<file path="config.mk">
export PLATFORM = sky130hd
export DESIGN_NAME = tce_top
export DESIGN_NICKNAME = d
export VERILOG_FILES = /design/src/rtl/tce_pkg.sv /design/src/rtl/tce_gate_store.sv /design/src/rtl/tce_gate_apply.sv /design/src/rtl/tce_top.sv
export SDC_FILE = /design/constraint.sdc
export NUM_CORES = 1
export LEC_CHECK = 0
export BUFFER_PORTS_ARGS = -buffer_cell sky130_fd_sc_hd__buf_4
export CAP_MARGIN = 0
export CORE_ASPECT_RATIO = 1.5
export CORE_MARGIN = 4
export CORE_UTILIZATION = 33
export DETAILED_ROUTE_END_ITERATION = 10
export SLEW_MARGIN = 10
export SYNTH_ARGS = -nofsm -noshare
export SYNTH_HDL_FRONTEND = slang
export SYNTH_SLANG_ARGS = --single-unit
</file>
<file path="constraint.sdc">
create_clock -name clk -period 2.63 [get_ports clk]
set_input_delay 0.526 -clock clk [delete_from_list [all_inputs] [get_ports clk]]
set_output_delay 0.526 -clock clk [all_outputs]
set_load 0.1 [all_outputs]
</file>
<file path="src/rtl/tce_pkg.sv">
package tce_pkg;
  typedef enum logic {ST_IDLE, ST_RUN} tce_state_e;
endpackage

</file>
<file path="src/rtl/tce_gate_store.sv">
module tce_gate_store #(
  parameter int L     = 8,
  parameter int TW    = 3,
  parameter int DEPTH = 8,
  localparam int AW   = (DEPTH > 1) ? $clog2(DEPTH) : 1,
  localparam int CW   = $clog2(DEPTH + 1)
) (
  input  logic          clk,
  input  logic          rst_n,
  input  logic          wr_req,
  input  logic [L-1:0]  wr_ctrl,
  input  logic [TW-1:0] wr_tgt,
  input  logic [AW-1:0] rd_idx,
  output logic [L-1:0]  rd_ctrl,
  output logic [TW-1:0] rd_tgt,
  output logic [CW-1:0] count
);
  logic [L-1:0]  ctrl_mem [DEPTH];
  logic [TW-1:0] tgt_mem  [DEPTH];
  logic          accept;

  assign accept = wr_req && (int'(count) < DEPTH);

  always_ff @(posedge clk) begin
    if (!rst_n) begin
      count <= '0;
    end else if (accept) begin
      count <= count + 1'b1;
    end
  end

  always_ff @(posedge clk) begin
    if (accept) begin
      ctrl_mem[AW'(count)] <= wr_ctrl;
      tgt_mem[AW'(count)]  <= wr_tgt;
    end
  end

  assign rd_ctrl = ctrl_mem[rd_idx];
  assign rd_tgt  = tgt_mem[rd_idx];
endmodule

</file>
<file path="src/rtl/tce_gate_apply.sv">
module tce_gate_apply #(
  parameter int L  = 8,
  parameter int TW = 3
) (
  input  logic [L-1:0]  lines_in,
  input  logic [L-1:0]  ctrl,
  input  logic [TW-1:0] tgt,
  output logic [L-1:0]  lines_next,
  output logic [L-1:0]  tgt_onehot,
  output logic          reject,
  output logic          fire
);
  function automatic logic [L-1:0] line_select(input logic [TW-1:0] t);
    logic [L-1:0] m;
    m = '0;
    for (int i = 0; i < L; i++) begin
      if (int'(t) == i) m[i] = 1'b1;
    end
    return m;
  endfunction

  function automatic logic gate_legal(input logic [L-1:0] c, input logic [L-1:0] sel);
    return (sel != '0) && ((c & sel) == '0);
  endfunction

  function automatic logic controls_met(input logic [L-1:0] v, input logic [L-1:0] c);
    return (v & c) == c;
  endfunction

  assign tgt_onehot = line_select(tgt);
  assign reject     = !gate_legal(ctrl, tgt_onehot);
  assign fire       = !reject && controls_met(lines_in, ctrl);
  assign lines_next = fire ? (lines_in ^ tgt_onehot) : lines_in;
endmodule

</file>
<file path="src/rtl/tce_top.sv">
module tce_top #(
  parameter int N_IN  = 3,
  parameter int N_OUT = 2,
  parameter int DEPTH = 8,
  localparam int L    = 2 * N_IN + N_OUT,
  localparam int TW   = $clog2(L),
  localparam int AW   = (DEPTH > 1) ? $clog2(DEPTH) : 1,
  localparam int CW   = $clog2(DEPTH + 1)
) (
  input  logic            clk,
  input  logic            rst_n,
  input  logic            wr_en,
  input  logic [L-1:0]    wr_ctrl,
  input  logic [TW-1:0]   wr_tgt,
  input  logic            start,
  input  logic [N_IN-1:0] in_vec,
  output logic            busy,
  output logic            done,
  output logic            err,
  output logic [L-1:0]    lines_out
);
  import tce_pkg::*;

  tce_state_e    state;
  logic [AW-1:0] idx;
  logic [CW-1:0] gate_count;
  logic [L-1:0]  cur_ctrl;
  logic [TW-1:0] cur_tgt;
  logic [L-1:0]  step_next;
  logic [L-1:0]  step_onehot;
  logic          step_reject;
  logic          step_fire;
  logic          start_take;
  logic          last_step;

  function automatic logic [L-1:0] setup_lines(input logic [N_IN-1:0] x);
    return {{N_OUT{1'b0}}, ~x, x};
  endfunction

  assign busy       = (state == ST_RUN);
  assign start_take = start && !busy;
  assign last_step  = (CW'(idx) + 1'b1) == gate_count;

  tce_gate_store #(.L(L), .TW(TW), .DEPTH(DEPTH)) store_i (
    .clk     (clk),
    .rst_n   (rst_n),
    .wr_req  (wr_en && !busy),
    .wr_ctrl (wr_ctrl),
    .wr_tgt  (wr_tgt),
    .rd_idx  (idx),
    .rd_ctrl (cur_ctrl),
    .rd_tgt  (cur_tgt),
    .count   (gate_count)
  );

  tce_gate_apply #(.L(L), .TW(TW)) apply_i (
    .lines_in   (lines_out),
    .ctrl       (cur_ctrl),
    .tgt        (cur_tgt),
    .lines_next (step_next),
    .tgt_onehot (step_onehot),
    .reject     (step_reject),
    .fire       (step_fire)
  );

  always_ff @(posedge clk) begin
    if (!rst_n) begin
      state     <= ST_IDLE;
      lines_out <= '0;
      idx       <= '0;
      done      <= 1'b0;
      err       <= 1'b0;
    end else begin
      done <= 1'b0;
      unique case (state)
        ST_IDLE: begin
          if (start_take) begin
            lines_out <= setup_lines(in_vec);
            idx       <= '0;
            err       <= 1'b0;
            if (gate_count == '0) done  <= 1'b1;
            else                  state <= ST_RUN;
          end
        end
        ST_RUN: begin
          lines_out <= step_next;
          if (step_reject) err <= 1'b1;
          if (last_step) begin
            state <= ST_IDLE;
            done  <= 1'b1;
          end else begin
            idx <= idx + 1'b1;
          end
        end
        default: state <= ST_IDLE;
      endcase
    end
  end
endmodule

</file>
Word level (Yosys, flattened, before mapping)
Memories as Yosys holds them, arrays and structs flattened. A register that Yosys moved wholly into a read port is not among the register bits. Index checks and enable logic that the tools add are counted.

Latch bits: 0. Memory bits (read-only): 0. Memories kept: 2. Flip-flop bits (word level): 18. Logic and storage cells: 74. RAM bits: 88. Output and inout bits: 11. Input bits: 18.

Magnitude comparators: 1. Multiply operators: 0. Reductions and logical operators: 13. Equality and inequality tests: 13. Div/mod/pow operators: 0. Bitwise logic cells: 5. Shifts and indexed selects: 0. Multiplexer cells: 31. Add/subtract/negate cells: 3.

Memories: store_i.ctrl_mem (words 8, width 8, read ports 1, clocked after memory_dff 1, wr ports 1, RTL line tce_gate_store.sv:18) `logic [L-1:0] ctrl_mem [DEPTH];`; store_i.tgt_mem (words 8, width 3, read ports 1, clocked after memory_dff 1, wr ports 1, RTL line tce_gate_store.sv:19) `logic [TW-1:0] tgt_mem [DEPTH];`.

Operator list (number): 1-bit 2-to-1 mux (18); 3-bit 2-to-1 mux (6); 8-bit AND (2); 8-bit 2-to-1 mux (2); 8-bit case mux with 2 select lines (1); 3-bit == test (second input constant) (4); 8-bit == test (1); 8-bit logical NOT (1); 8-bit nonzero test (1); 8-bit XOR (1); 3-bit by 2-bit == test with 1-bit output (second input constant) (2); 2-bit != test (second input constant) (3); 1-bit case mux with 2 select lines (3); 3-bit case mux with 2 select lines (1); 2-bit AND reduction (3); 1-bit logical AND (5); 3-bit by 1-bit adder with 4-bit output (second input constant) (1); 4-bit by 1-bit adder with 4-bit output (second input constant) (1); 4-bit == test (1); 4-bit logical NOT (1); 4-bit < comparator (second input constant) (1); 3-bit by 1-bit adder with 3-bit output (second input constant) (1); 3-bit by 1-bit == test with 1-bit output (second input constant) (1); 3-bit logical NOT (1); 4 further kinds (4).

Longest topological paths before layout
Depth after elaboration: 8. Gate-level depth with buffers: 10. Gate-level depth less buffers: 7.

Hierarchy
From an unflattened synthesis, not the netlist that was laid out.

Cells, all modules: 280. Area total of the unflattened synthesis: 4697.0 µm².

By module, submodules not included: tce_gate_store (instances 1, sequential area each 2722.6 µm², area an instance 3607.2 µm², cells each 153); tce_top (instances 1, sequential area each 280.3 µm², area an instance 680.7 µm², cells each 73); tce_gate_apply (instances 1, sequential area each 0.0 µm², area an instance 409.1 µm², cells each 54).

Worst setup path after synthesis
No wires, ideal clock.

Kind: reg-to-reg. Start: register state (netlist: busy). End: memory store_i.ctrl_mem[0][0], enable pin. Setup slack: 9 ps. Required time: 2237 ps. Library setup time: 393 ps. Path buffers: 1. Period minus slack after synthesis: 2621 ps. Data arrival time: 2227 ps. Cell stages (with the launch flop): 6. Cell sequence: dfxtp_1 inv_1 and3_1 clkbuf_1 nand2_1 nor3_1.

Longest elaborated chain between the ends: 5.

Ends and longest elaborated chain: start: declaration (RTL line tce_top.sv:24) `tce_state_e state;`; start signal: assignment (RTL line tce_top.sv:68) `state <= ST_IDLE;`; start signal: assignment (RTL line tce_top.sv:82) `else state <= ST_RUN;`; start signal: assignment (RTL line tce_top.sv:89) `state <= ST_IDLE;`; 1-bit logical NOT (RTL line tce_top.sv:47) `.wr_req (wr_en && !busy),`; 1-bit logical AND (RTL line tce_top.sv:47); 1-bit logical AND (RTL line tce_gate_store.sv:22) `assign accept = wr_req && (int'(count) < DEPTH);`; 1-bit 2-to-1 mux (RTL line tce_gate_store.sv:33) `if (accept) begin`; 1-bit 2-to-1 mux (implied by the code) (RTL line tce_gate_store.sv:34) `ctrl_mem[AW'(count)] <= wr_ctrl;`; end: declaration (RTL line tce_gate_store.sv:18).

Every way passes these cells.

==> flow_metrics.env <==
export IMPL_max_freq_mhz=368
export IMPL_gp_congestion=0.878
export IMPL_fp_dieH_um=152
export IMPL_drv_cap=0
export IMPL_io_buffers=28
export IMPL_rr_endpoint="lines_out[3]$_SDFFE_PN0P_"
export IMPL_final_max_slew_viol_count=0
export IMPL_p_comb_share_pct=12.6
export IMPL_yosysSeqAreaShare_pct=67.1
export IMPL_finClkSkew_ns=0.00829
export IMPL_antenna_found_initial=0
export IMPL_post_place_cells=510
export IMPL_ir_drop_mv=0.334
export IMPL_grt_pass1_wl_mm=16.0
export IMPL_synthToLayoutAreaGrowth_pct=24.4
export IMPL_tns_ns=-0.353
export IMPL_seq_area_um2=3070
export IMPL_min_path_type="in2reg"
export IMPL_crit_arrival_ns=2.99
export IMPL_yosysUniqueCellTypes=45
export IMPL_violations="negative setup slack"
export IMPL_cts_buffer_depth=2
export IMPL_yosysWarnings=0
export IMPL_ys_ff_latch=109
export IMPL_io_pins=29
export IMPL_path_buf_inv=1
export IMPL_drive_above_1_share_pct=34.5
export IMPL_antenna_left=0
export IMPL_clkPwrFrac_pct=35.9
export IMPL_rrSetupSlack_ns=-0.08
export IMPL_postCtsHoldBufs=0
export IMPL_layout_commonest_cell="edfxtp_1"
export IMPL_nFillCells=1216
export IMPL_cts_root_buf="clkbuf_16"
export IMPL_post_route_period_util_pct=103
export IMPL_cp_start_kind="flip-flop"
export IMPL_netlist_area_um2=4570
export IMPL_core_area_um2=13500
export IMPL_grt_usage_pct=13.2
export IMPL_hold_end="store_i.ctrl_mem[6][2]$_DFFE_PP_"
export IMPL_clk_pin_slew_ns=0.08
export IMPL_grt_ovfl_total=0
export IMPL_antenna_cells=0
export IMPL_endpoint_kind="flip-flop"
export IMPL_p_leak_uw=0.00194
export IMPL_final_cell_mix="88 x edfxtp_1, 64 x buf_4, 22 x mux4_2"
export IMPL_pre_cts_ws_ns=-0.153
export IMPL_drcViolationCount=0
export IMPL_wl_per_cell_um=19.1
export IMPL_num_rows=52
export IMPL_power_density_nw_per_um2=665
export IMPL_setup_ws_ns=-0.0849
export IMPL_dieArea_um2=15800
export IMPL_p_int_uw=2780
export IMPL_tritoncts="done"
export IMPL_grt_start_max_net_pins=22
export IMPL_hpwlAfterDp_mm=6.91
export IMPL_synthCells=295
export IMPL_multi_input_area_um2=1440
export IMPL_die_w_um=104
export IMPL_hold_path_depth=1
export IMPL_relSlewSlack_pct=51.6
export IMPL_final_cells=530
export IMPL_numCtsBuffers=9
export IMPL_ys_flop_type="edfxtp_1"
export IMPL_rsz0062_at_grt="yes"
export IMPL_wl_mm=10.1
export IMPL_synthArstFlopShare_pct=0
export IMPL_setup_viol=6
export IMPL_max_stage_delay_ns=0.50
export IMPL_tightest_slew_ns=0.720
export IMPL_power_switching_uw=992
export IMPL_dr_pass1_iters=4
export IMPL_vias_per_cell=5.21
export IMPL_htreeDepth=3
export IMPL_clock_latency_ns=0.35
export IMPL_cp_top_family="simple AND/OR/NAND/NOR gates"
export IMPL_nets=384
export IMPL_cts_sinks=109
export IMPL_drt_iter0_markers=146
export IMPL_cp_slowest_cell="mux4_2"
export IMPL_required_ns=2.91
export IMPL_hp_start="wr_ctrl[2]"
export IMPL_avgSynthCellArea_um2=15.5
export IMPL_worstPathCellList="buf_12 -> mux4_2 -> mux2_4 -> a222oi_1 -> and4_1 -> nand4_1 -> or3_1 -> a21oi_1"
export IMPL_hold_violations=0
export IMPL_grt_pass1_vias=2832
export IMPL_crit_type="reg2reg"
export IMPL_syn_num_nets=316
export IMPL_status="complete, but fails checks"
export IMPL_period_minus_slack_ns=2.71
export IMPL_worstPathMaxFanout=5
export IMPL_synth_edf_count=88
export IMPL_seq_power_share_pct=51.5
export IMPL_switching_share_pct=26.3
export IMPL_start_util_pct=33.7
export IMPL_reg2reg_depth=8
export IMPL_vias=2759
==> per-stage QoR <==
stage	area [um2]	utilization [%]	hold WS [ns]	total power, uW
finish	5680	42.0	0.407	3780
global route	5680	42.0	0.404	3920
CTS	5630	41.6	0.396	3810
detailed placement	5260	38.8	0.515	2450
global placement	5260	38.8	0.494	2440
floorplan	4570	-	0.479	2260
==> power groups by stage <==
stage / combinational [uW] / sequential (uW) / clock (uW)
2_1_floorplan: 197 / 2070 / 0
3_3_place_gp: 460 / 1980 / 0
3_5_place_dp: 464 / 1990 / 0
4_1_cts: 474 / 1940 / 1390
5_1_grt: 512 / 1950 / 1460
6_report: 478 / 1940 / 1350
==> per-layer routing <==
metal,share of wire (%),vias up,GRT usage (%)
met5,0,-,0
met4,3.1,0,6.21
met3,3.5,18,2.67
met2,54,66,23.6
met1,39,1379,15.2
li1,-,1296,-
==> kinds of logic after synthesis <==
group | share of synthesized area [%]
flip-flops | 67.1
AND/OR/NAND/NOR | 7.56
AO/OA/AOI/OAI | 6.22
multiplexers | 14.8
buffers and inverters | 2.55
XOR/XNOR | 0.959
adder cells (fa/ha/maj) | 0.822
==> how the worst max path moves through the flow <==
| stage | depth (start not counted) | slack, ns | end | from |
|---|---|---|---|---|
| floorplan | 5 | 0.009 | store_i.ctrl_mem[0][0]$_DFFE_PP_ | busy$_SDFF_PN0_ |
| global placement | 8 | -0.14 | lines_out[2]$_SDFFE_PN0P_ | flip-flop |
| detailed placement | 9 | -0.15 | lines_out[6]$_SDFFE_PN0P_ | flip-flop |
| CTS | 8 | -0.14 | lines_out[2]$_SDFFE_PN0P_ | flip-flop |
| global route | 8 | -0.19 | lines_out[2]$_SDFFE_PN0P_ | flip-flop |
| finish | 8 | -0.08 | lines_out[3]$_SDFFE_PN0P_ | flip-flop |
==> sequential cells by signal, summed over array words and instances (netlist names), named ones only <==
name,cells
busy,1
done,1
err,1
idx,3
lines_out,8
store_i.count,4
store_i.ctrl_mem,64
store_i.tgt_mem,24
==> cell usage after synthesis (4+ instances only) <==
master / count / area share (%)
mux4_2: 22 / 11
mux2_2: 9 / 2.2
nand4_1: 5 / 0.68
nand3_1: 9 / 0.99
nor3_1: 5 / 0.55
dfxtp_1: 21 / 9.2
edfxtp_1: 88 / 58
clkbuf_1: 6 / 0.49
a21oi_1: 13 / 1.4
o211ai_1: 4 / 0.66
nand2_1: 18 / 1.5
buf_2: 6 / 0.66
mux2i_1: 8 / 1.8
nor2_1: 18 / 1.5
o311ai_1: 4 / 0.77
inv_1: 14 / 1.2
==> worst register-to-register path, delay by kind of cell (launching register included) <==
family | cells | cell delay [ns]
multiplexers | 2 | 0.79
flip-flops | 1 | 0.41
AND/OR/NAND/NOR | 3 | 0.89
AO/OA/AOI/OAI | 2 | 0.42
buffers and inverters | 1 | 0.14
==> cell type report <==
class	count	share of cell area [%]
multi-input cells	158	25.4
flip-flops and latches	109	54.0
well taps	162	3.57
repair buffers	71	10.8
inverters	14	0.925
clock buffers	9	3.96
clock inverters	7	1.28
==> repair_timing <==
item,4_1_cts,5_1_grt
pin swaps,4,11
endpoints found under the hold margin,0,0
cloned,1,1
setup endpoints to repair,8,9
resized for setup,8,5
buffers inserted,2,0
(Power assumes the default switching activity.)
